===== config.mk =====
export PLATFORM = sky130hd
export DESIGN_NAME = vidreg_cpu_if
export DESIGN_NICKNAME = d
export VERILOG_FILES = /design/src/rtl/vidreg_pkg.sv /design/src/rtl/vidreg_scroll.sv /design/src/rtl/vidreg_oam.sv /design/src/rtl/vidreg_pal.sv /design/src/rtl/vidreg_cpu_if.sv
export SDC_FILE = /design/constraint.sdc
export NUM_CORES = 2
export LEC_CHECK = 0
export ABC_AREA = 1
export CAP_MARGIN = 15
export CORE_MARGIN = 8
export CORE_UTILIZATION = 45
export CTS_BUF_LIST = sky130_fd_sc_hd__clkbuf_4
export CTS_CLUSTER_DIAMETER = 40
export DETAILED_ROUTE_END_ITERATION = 12
export PLACE_DENSITY = 0.67
export SETUP_SLACK_MARGIN = 0.1
export SYNTH_ARGS = -nofsm -noshare
export SYNTH_HDL_FRONTEND = slang
export SYNTH_SLANG_ARGS = --single-unit

===== constraint.sdc =====
create_clock -name clk -period 3.87 [get_ports clk]
set_input_delay 0.774 -clock clk [delete_from_list [all_inputs] [get_ports clk]]
set_output_delay 0.774 -clock clk [all_outputs]
set_load 0.05 [all_outputs]

===== src/rtl/vidreg_pkg.sv =====
package vidreg_pkg;
  localparam int VA_W   = 15;  // video address width
  localparam int MEM_AW = 14;  // external address width
  localparam int PAL_AW = 5;   // palette index width
  localparam int PAL_DW = 6;   // palette entry width
  localparam int OAM_AW = 8;   // attribute memory address width
  localparam int INC_BIT = 2;  // ctrl bit selecting the +32 step
  localparam logic [5:0] PAL_PAGE = 6'h3F;
  localparam logic [MEM_AW-1:0] PAL_SHADOW = 14'h1000;

  typedef enum logic [2:0] {
    OFS_CTRL = 3'd0,
    OFS_MASK = 3'd1,
    OFS_STAT = 3'd2,
    OFS_OADR = 3'd3,
    OFS_ODAT = 3'd4,
    OFS_SCRL = 3'd5,
    OFS_ADDR = 3'd6,
    OFS_DATA = 3'd7
  } reg_ofs_e;
endpackage


===== src/rtl/vidreg_scroll.sv =====
module vidreg_scroll
  import vidreg_pkg::*;
(
  input  logic            clk,
  input  logic            rst_n,
  input  logic            wr_ctrl,
  input  logic            wr_scrl,
  input  logic            wr_addr,
  input  logic            data_step,
  input  logic            step32,
  input  logic            tog_clr,
  input  logic [7:0]      wdata,
  output logic [VA_W-1:0] taddr,
  output logic [VA_W-1:0] vaddr,
  output logic [2:0]      fine_x,
  output logic            toggle
);
  logic [VA_W-1:0] t_n, v_n, step;
  logic [2:0]      f_n;
  logic            g_n, upd;

  assign step = step32 ? VA_W'(32) : VA_W'(1);
  assign upd  = wr_ctrl | wr_scrl | wr_addr | data_step | tog_clr;

  always_comb begin
    t_n = taddr;
    v_n = vaddr;
    f_n = fine_x;
    g_n = toggle;
    if (wr_ctrl) t_n[11:10] = wdata[1:0];
    if (wr_scrl) begin
      if (!toggle) begin
        f_n       = wdata[2:0];
        t_n[4:0]  = wdata[7:3];
        g_n       = 1'b1;
      end else begin
        t_n[14:12] = wdata[2:0];
        t_n[9:5]   = wdata[7:3];
        g_n        = 1'b0;
      end
    end
    if (wr_addr) begin
      if (!toggle) begin
        t_n[13:8] = wdata[5:0];
        t_n[14]   = 1'b0;
        g_n       = 1'b1;
      end else begin
        t_n[7:0] = wdata;
        v_n      = t_n;
        g_n      = 1'b0;
      end
    end
    if (data_step) v_n = vaddr + step;
    if (tog_clr)   g_n = 1'b0;
  end

  always_ff @(posedge clk or negedge rst_n) begin
    if (!rst_n) begin
      taddr  <= '0;
      vaddr  <= '0;
      fine_x <= '0;
      toggle <= 1'b0;
    end else if (upd) begin
      taddr  <= t_n;
      vaddr  <= v_n;
      fine_x <= f_n;
      toggle <= g_n;
    end
  end

  // data access steps the address by the selected amount
  p_step_r6: assert property (@(posedge clk) disable iff (!rst_n)
    data_step |=> vaddr == $past(vaddr) + $past(step));
  // status read leaves the toggle clear
  p_tog_clr_r5: assert property (@(posedge clk) disable iff (!rst_n)
    tog_clr |=> !toggle);
  // control write lands in temp[11:10]
  p_ctrl_nt_r2: assert property (@(posedge clk) disable iff (!rst_n)
    wr_ctrl |=> taddr[11:10] == $past(wdata[1:0]));
  // second address write makes both addresses equal
  p_addr_copy_r4: assert property (@(posedge clk) disable iff (!rst_n)
    (wr_addr && toggle) |=> (vaddr == taddr) && !toggle);
endmodule


===== src/rtl/vidreg_oam.sv =====
module vidreg_oam #(
  parameter int AW = 8
) (
  input  logic          clk,
  input  logic          rst_n,
  input  logic          wr_adr,
  input  logic          wr_dat,
  input  logic          rd_dat,
  input  logic [7:0]    wdata,
  output logic [7:0]    rdata
);
  localparam int DEPTH = 1 << AW;

  logic [7:0]    mem [DEPTH];
  logic [AW-1:0] ptr, ptr_n;

  always_comb begin
    ptr_n = ptr;
    if (wr_adr)      ptr_n = wdata[AW-1:0];
    else if (wr_dat) ptr_n = ptr + AW'(1);
  end

  always_ff @(posedge clk or negedge rst_n) begin
    if (!rst_n)                ptr <= '0;
    else if (wr_adr || wr_dat) ptr <= ptr_n;
  end

  always_ff @(posedge clk) begin
    if (wr_dat) mem[ptr] <= wdata;
  end

  assign rdata = mem[ptr];

  // reads never move the attribute pointer
  p_rd_hold_r11: assert property (@(posedge clk) disable iff (!rst_n)
    rd_dat |=> ptr == $past(ptr));
  // data writes post-increment the pointer
  p_wr_inc_r11: assert property (@(posedge clk) disable iff (!rst_n)
    wr_dat |=> ptr == $past(ptr) + AW'(1));
endmodule


===== src/rtl/vidreg_pal.sv =====
module vidreg_pal #(
  parameter int AW = 5,
  parameter int DW = 6
) (
  input  logic          clk,
  input  logic          we,
  input  logic [AW-1:0] widx,
  input  logic [DW-1:0] wdata,
  input  logic [AW-1:0] ridx,
  output logic [DW-1:0] rdata
);
  localparam int DEPTH = 1 << AW;

  logic [DW-1:0] mem [DEPTH];
  logic [AW-1:0] wi, ri;

  always_comb begin
    wi = widx;
    if (widx[1:0] == 2'b00) wi[AW-1] = 1'b0;
    ri = ridx;
    if (ridx[AW-1] && ridx[1:0] == 2'b00) ri[AW-1] = 1'b0;
  end

  always_ff @(posedge clk) begin
    if (we) mem[wi] <= wdata;
  end

  assign rdata = mem[ri];
endmodule


===== src/rtl/vidreg_cpu_if.sv =====
module vidreg_cpu_if
  import vidreg_pkg::*;
(
  input  logic              clk,
  input  logic              rst_n,
  input  logic              cpu_sel,
  input  logic              cpu_we,
  input  logic [2:0]        cpu_ofs,
  input  logic [7:0]        cpu_wdata,
  output logic [7:0]        cpu_rdata,
  input  logic              vblank_set,
  output logic [7:0]        status_o,
  output logic [7:0]        ctrl_o,
  output logic [7:0]        mask_o,
  output logic [2:0]        fine_x_o,
  output logic [VA_W-1:0]   taddr_o,
  output logic [VA_W-1:0]   vaddr_o,
  output logic              mem_req,
  output logic              mem_we,
  output logic [MEM_AW-1:0] mem_addr,
  output logic [7:0]        mem_wdata,
  input  logic [7:0]        mem_rdata
);
  // reset: asserted asynchronously, released on the clock
  logic [1:0] rs_q;
  logic       srst_n;
  always_ff @(posedge clk or negedge rst_n) begin
    if (!rst_n) rs_q <= 2'b00;
    else        rs_q <= {rs_q[0], 1'b1};
  end
  assign srst_n = rs_q[1];

  reg_ofs_e ofs;
  logic wr, rd, stat_rd, data_acc, in_pal, toggle;
  logic [7:0] ob_q, rbuf_q, rd_mux, buf_eff, oam_rd;
  logic [PAL_DW-1:0] pal_rd;
  logic vbl_q, vbl_n, load_q;

  assign ofs      = reg_ofs_e'(cpu_ofs);
  assign wr       = cpu_sel & cpu_we;
  assign rd       = cpu_sel & ~cpu_we;
  assign stat_rd  = rd && ofs == OFS_STAT;
  assign data_acc = cpu_sel && ofs == OFS_DATA;
  assign in_pal   = vaddr_o[13:8] == PAL_PAGE;

  vidreg_scroll u_scroll (
    .clk(clk), .rst_n(srst_n),
    .wr_ctrl(wr && ofs == OFS_CTRL), .wr_scrl(wr && ofs == OFS_SCRL),
    .wr_addr(wr && ofs == OFS_ADDR), .data_step(data_acc),
    .step32(ctrl_o[INC_BIT]), .tog_clr(stat_rd), .wdata(cpu_wdata),
    .taddr(taddr_o), .vaddr(vaddr_o), .fine_x(fine_x_o), .toggle(toggle)
  );

  vidreg_oam #(.AW(OAM_AW)) u_oam (
    .clk(clk), .rst_n(srst_n),
    .wr_adr(wr && ofs == OFS_OADR), .wr_dat(wr && ofs == OFS_ODAT),
    .rd_dat(rd && ofs == OFS_ODAT), .wdata(cpu_wdata), .rdata(oam_rd)
  );

  vidreg_pal #(.AW(PAL_AW), .DW(PAL_DW)) u_pal (
    .clk(clk), .we(wr && ofs == OFS_DATA && in_pal),
    .widx(vaddr_o[PAL_AW-1:0]), .wdata(cpu_wdata[PAL_DW-1:0]),
    .ridx(vaddr_o[PAL_AW-1:0]), .rdata(pal_rd)
  );

  // external port: every data access except palette writes
  assign mem_req   = data_acc && !(cpu_we && in_pal);
  assign mem_we    = cpu_we;
  assign mem_wdata = cpu_wdata;
  assign mem_addr  = (!cpu_we && in_pal) ? vaddr_o[MEM_AW-1:0] - PAL_SHADOW
                                         : vaddr_o[MEM_AW-1:0];

  // a reload still in flight is forwarded straight from the port
  assign buf_eff = load_q ? mem_rdata : rbuf_q;

  always_comb begin
    vbl_n = vbl_q;
    if (stat_rd)    vbl_n = 1'b0;
    if (vblank_set) vbl_n = 1'b1;
    case (ofs)
      OFS_STAT: rd_mux = {vbl_q, 2'b00, ob_q[4:0]};
      OFS_ODAT: rd_mux = oam_rd;
      OFS_DATA: rd_mux = in_pal ? {ob_q[7:6], pal_rd} : buf_eff;
      default:  rd_mux = ob_q;
    endcase
  end

  always_ff @(posedge clk or negedge srst_n) begin
    if (!srst_n) begin
      ctrl_o    <= '0;
      mask_o    <= '0;
      ob_q      <= '0;
      vbl_q     <= 1'b0;
      rbuf_q    <= '0;
      load_q    <= 1'b0;
      cpu_rdata <= '0;
    end else begin
      if (wr && ofs == OFS_CTRL) ctrl_o <= cpu_wdata;
      if (wr && ofs == OFS_MASK) mask_o <= cpu_wdata;
      if (wr)                    ob_q   <= cpu_wdata;
      if (stat_rd || vblank_set) vbl_q  <= vbl_n;
      if (load_q)                rbuf_q <= mem_rdata;
      load_q <= rd && ofs == OFS_DATA;
      if (rd)                    cpu_rdata <= rd_mux;
    end
  end

  assign status_o = {vbl_q, 7'b0};

  // set pulse always leaves the flag raised
  p_vbl_set_r5: assert property (@(posedge clk) disable iff (!srst_n)
    vblank_set |=> status_o[7]);
  // status read without a set clears the flag
  p_vbl_clr_r5: assert property (@(posedge clk) disable iff (!srst_n)
    (stat_rd && !vblank_set) |=> !status_o[7]);
  // writes to offset 2 do not touch status
  p_stat_ro_r1: assert property (@(posedge clk) disable iff (!srst_n)
    (wr && ofs == OFS_STAT && !vblank_set) |=> $stable(status_o));
  // floating-bus byte follows every write
  p_ob_track_r10: assert property (@(posedge clk) disable iff (!srst_n)
    wr |=> ob_q == $past(cpu_wdata));
  // palette page never written externally
  p_pal_local_r12: assert property (@(posedge clk) disable iff (!srst_n)
    (mem_req && mem_we) |-> mem_addr[13:8] != PAL_PAGE);
endmodule


==> metrics.txt <==
clk root buf=clkbuf_4; Die Span X=475 um; fin nets=9202; final core utilization=51.9%; final hold vios=0; drt total wl=267000 um; Initial Util=45.2%; Slew Limit Fails=0; Max-Cap Viols=0; synth unique cells=39; Worst-Margin Slew=1.09 ns; register bit total from synthesis=2302; area leader, netlist=edfxtp_1; top cells by area, synth=edfxtp_1, nor2_1, nand2_1; remaining antenna violation count=0; router iterations before antenna repair=6; Critical Path Sink Type=flop; post-route setup slack=0.188 ns; worst r2r src=u_oam.ptr[1]; largest net degree at the start of global routing=174; I/O Buffers=105; period utilisation layout=95.1%; Setup violations, final=0; Setup CP Type=flop to flop; CP Data Arrival Time=4.88 ns; Vias/cell=5.44; most frequent cells in the layout=edfxtp_1, nor2_1, nand2_1; Placer Congestion=0.902; antenna violations before repair=7; Power Density=596 mW/mm^2; WL per Instance=21.6 um; origin of the worst setup path=u_oam.ptr[1]; Clock Sinks=2302; post-DP HPWL=158000 um; worst hold margin=0.137 ns; Iteration-0 DRC Markers=8261; commonest non-fill, non-tap cell in the layout=edfxtp_1; post-synthesis cell area=0.0948 mm^2; Die ar.=0.226 mm^2; CP max FO=25; row count=168; fmax=0.272 GHz; worst-skew pair later-pin latency=1.44 ns; pre-CTS setup slack=-0.0325 ns; number of global-route vias before repair=66500; post-synth top area share=70.2%; Peak VDD IR=0.429 mV; Req. time, crit path=5.07 ns; CTS tree=done; # DRC=0; RSZ-0062 raised after global routing=false; Overall Global Routing Usage=22.9%; register area share after synthesis=72.5%; die height=475 um; total number of vias=67100; Max Root-Sink Buffers=4; Critical Path Start Type=flop; Clock Pin Slew Worst Setup and Hold Paths=0.06 ns; status=complete, no violations; syn_area_per_cell=11.2 um^2; LEAKAGE=0.0403 uW; grt ovf=0; layout cells sized above 1=15.2%; final setup skew=0.134 ns; YS warnings=0; core region area=0.210 mm^2; Top-Level Pins=113; first-pass GRT wire length=398000 um; type of the most critical hold path=input pin to asynchronous set/reset pin; H-tree Lvls=6; Area Overhead vs Synth=14.7%; Rel. slew slack=27.2%; min Tclk post-route=3.68 ns; Synth Instances=8441; Num CTS Buffers=599
## cells in the mapped netlist
library cell,count
inv_2,3
a211oi_1,7
nand2_2,4
nor2_2,5
inv_1,228
a221oi_1,7
a22o_1,7
buf_4,84
nand3b_1,1
clkinv_1,4
nor4_1,2
clkbuf_1,208
a31oi_1,1
nor2_1,2070
edfxtp_1,2216
o31ai_1,1
buf_1,40
nand3_1,104
conb_1,2
ha_1,8
nand2_1,1835
buf_2,156
o221ai_1,9
o21bai_1,1
o211ai_1,19
nand4_1,36
nor3_1,4
or2_2,1
a22oi_1,44
a31o_2,1
mux2_2,8
a21oi_1,26
buf_6,18
o21ai_0,973
o22ai_1,67
o21ai_1,146
dfrtp_1,86
xor2_1,7
clkbuf_2,2
## routing by layer
metal / vias to the layer above / routed length (um) / track usage (%)
met3: 617 / 26100 / 5.37
met4: 4 / 10300 / 9.89
met2: 3614 / 125000 / 36.8
met5: - / 97 / 0
li1: 30600 / - / -
met1: 32300 / 106000 / 30.0
## worst paths after layout
check,endpoint,slack [ns],depth (start not counted)
max in group asynchronous,rbuf_q[0],2.56,1
max,cpu_rdata[2],0.19,14
max reg2reg,cpu_rdata[2],0.19,14
min reg2reg,rs_q[1],0.36,0
min in group clk,ob_q[1],0.27,4
min,rs_q[1],0.14,2
## worst max-delay path: stages (launching register included)
cell,delay (ns)
dfrtp_4,0.63
inv_8,0.35
buf_12,0.23
buf_4,0.17
nor2_1,0.05
o21ai_0,0.07
o21ai_0,0.11
nand2_1,0.07
nand4_1,0.29
nand2_1,0.24
nand2_1,0.09
nor2_1,0.12
nand3_1,0.29
o21ai_1,0.57
a21oi_1,0.13
## cell families (layout without fill, tap and decap cells)
family / count (synthesis) / after routing / share of synthesized area, %
xor gates and xnor gates: 7 / 7 / 0.0647
buffers and inverters: 743 / 1828 / 3.63
DFF: 2302 / 2302 / 72.5
other: 2 / 14 / 0.00792
muxes: 8 / 8 / 0.0950
and+or+nand+nor: 4062 / 4062 / 16.4
adders and majority gates: 8 / 8 / 0.106
AOI/OAI and AO/OA: 1309 / 1309 / 7.29
## timing repair
action	in CTS	in global routing
hold buffers	18	0
pin swaps	0	0
gates cloned	0	0
setup buffers	2	9
resized for setup	28	0
hold endpoints to repair	297	0
endpoints found under the setup margin	11	2
## flip-flops by register name, summed over array words and instances, names as in the netlist, 8 cells and up
register	flops
ob_q	8
u_scroll.vaddr	15
u_oam.ptr	8
u_scroll.taddr	15
ctrl_o	8
rbuf_q	8
cpu_rdata	8
u_pal.mem	168
u_oam.mem	2048
mask_o	8
## per-stage QoR
step                      cell area (um^2)  power [uW]  cells  setup TNS [ns]
after global routing                109000       67800  12300               0
after global placement              101000       44800  11300           -9.32
final                               109000       64800  12300               0
after CTS                           109000       64900  12300               0
after detailed placement            101000       44900  11300          -0.301
after floorplan                      94800       38800   8447               0
## report_power, final
group / internal, uW / switching (uW) / total (uW)
logic: 4810 / 12000 / 16800
clock network: 10400 / 9630 / 20100
registers: 27500 / 357 / 27900
## final cells by class
| cell class | count | area [um^2] |
|---|---|---|
| clock buffer | 825 | 6190 |
| inverter | 235 | 907 |
| tap | 2805 | 3510 |
| multi-input combinational | 5402 | 22800 |
| timing repair buffer | 630 | 5800 |
| fill | 18000 | 101000 |
| clock inverter | 138 | 830 |
| sequential | 2302 | 68700 |
| antenna | 6 | 15.0 |
No activity file was read; power rests on OpenSTA's default activity.
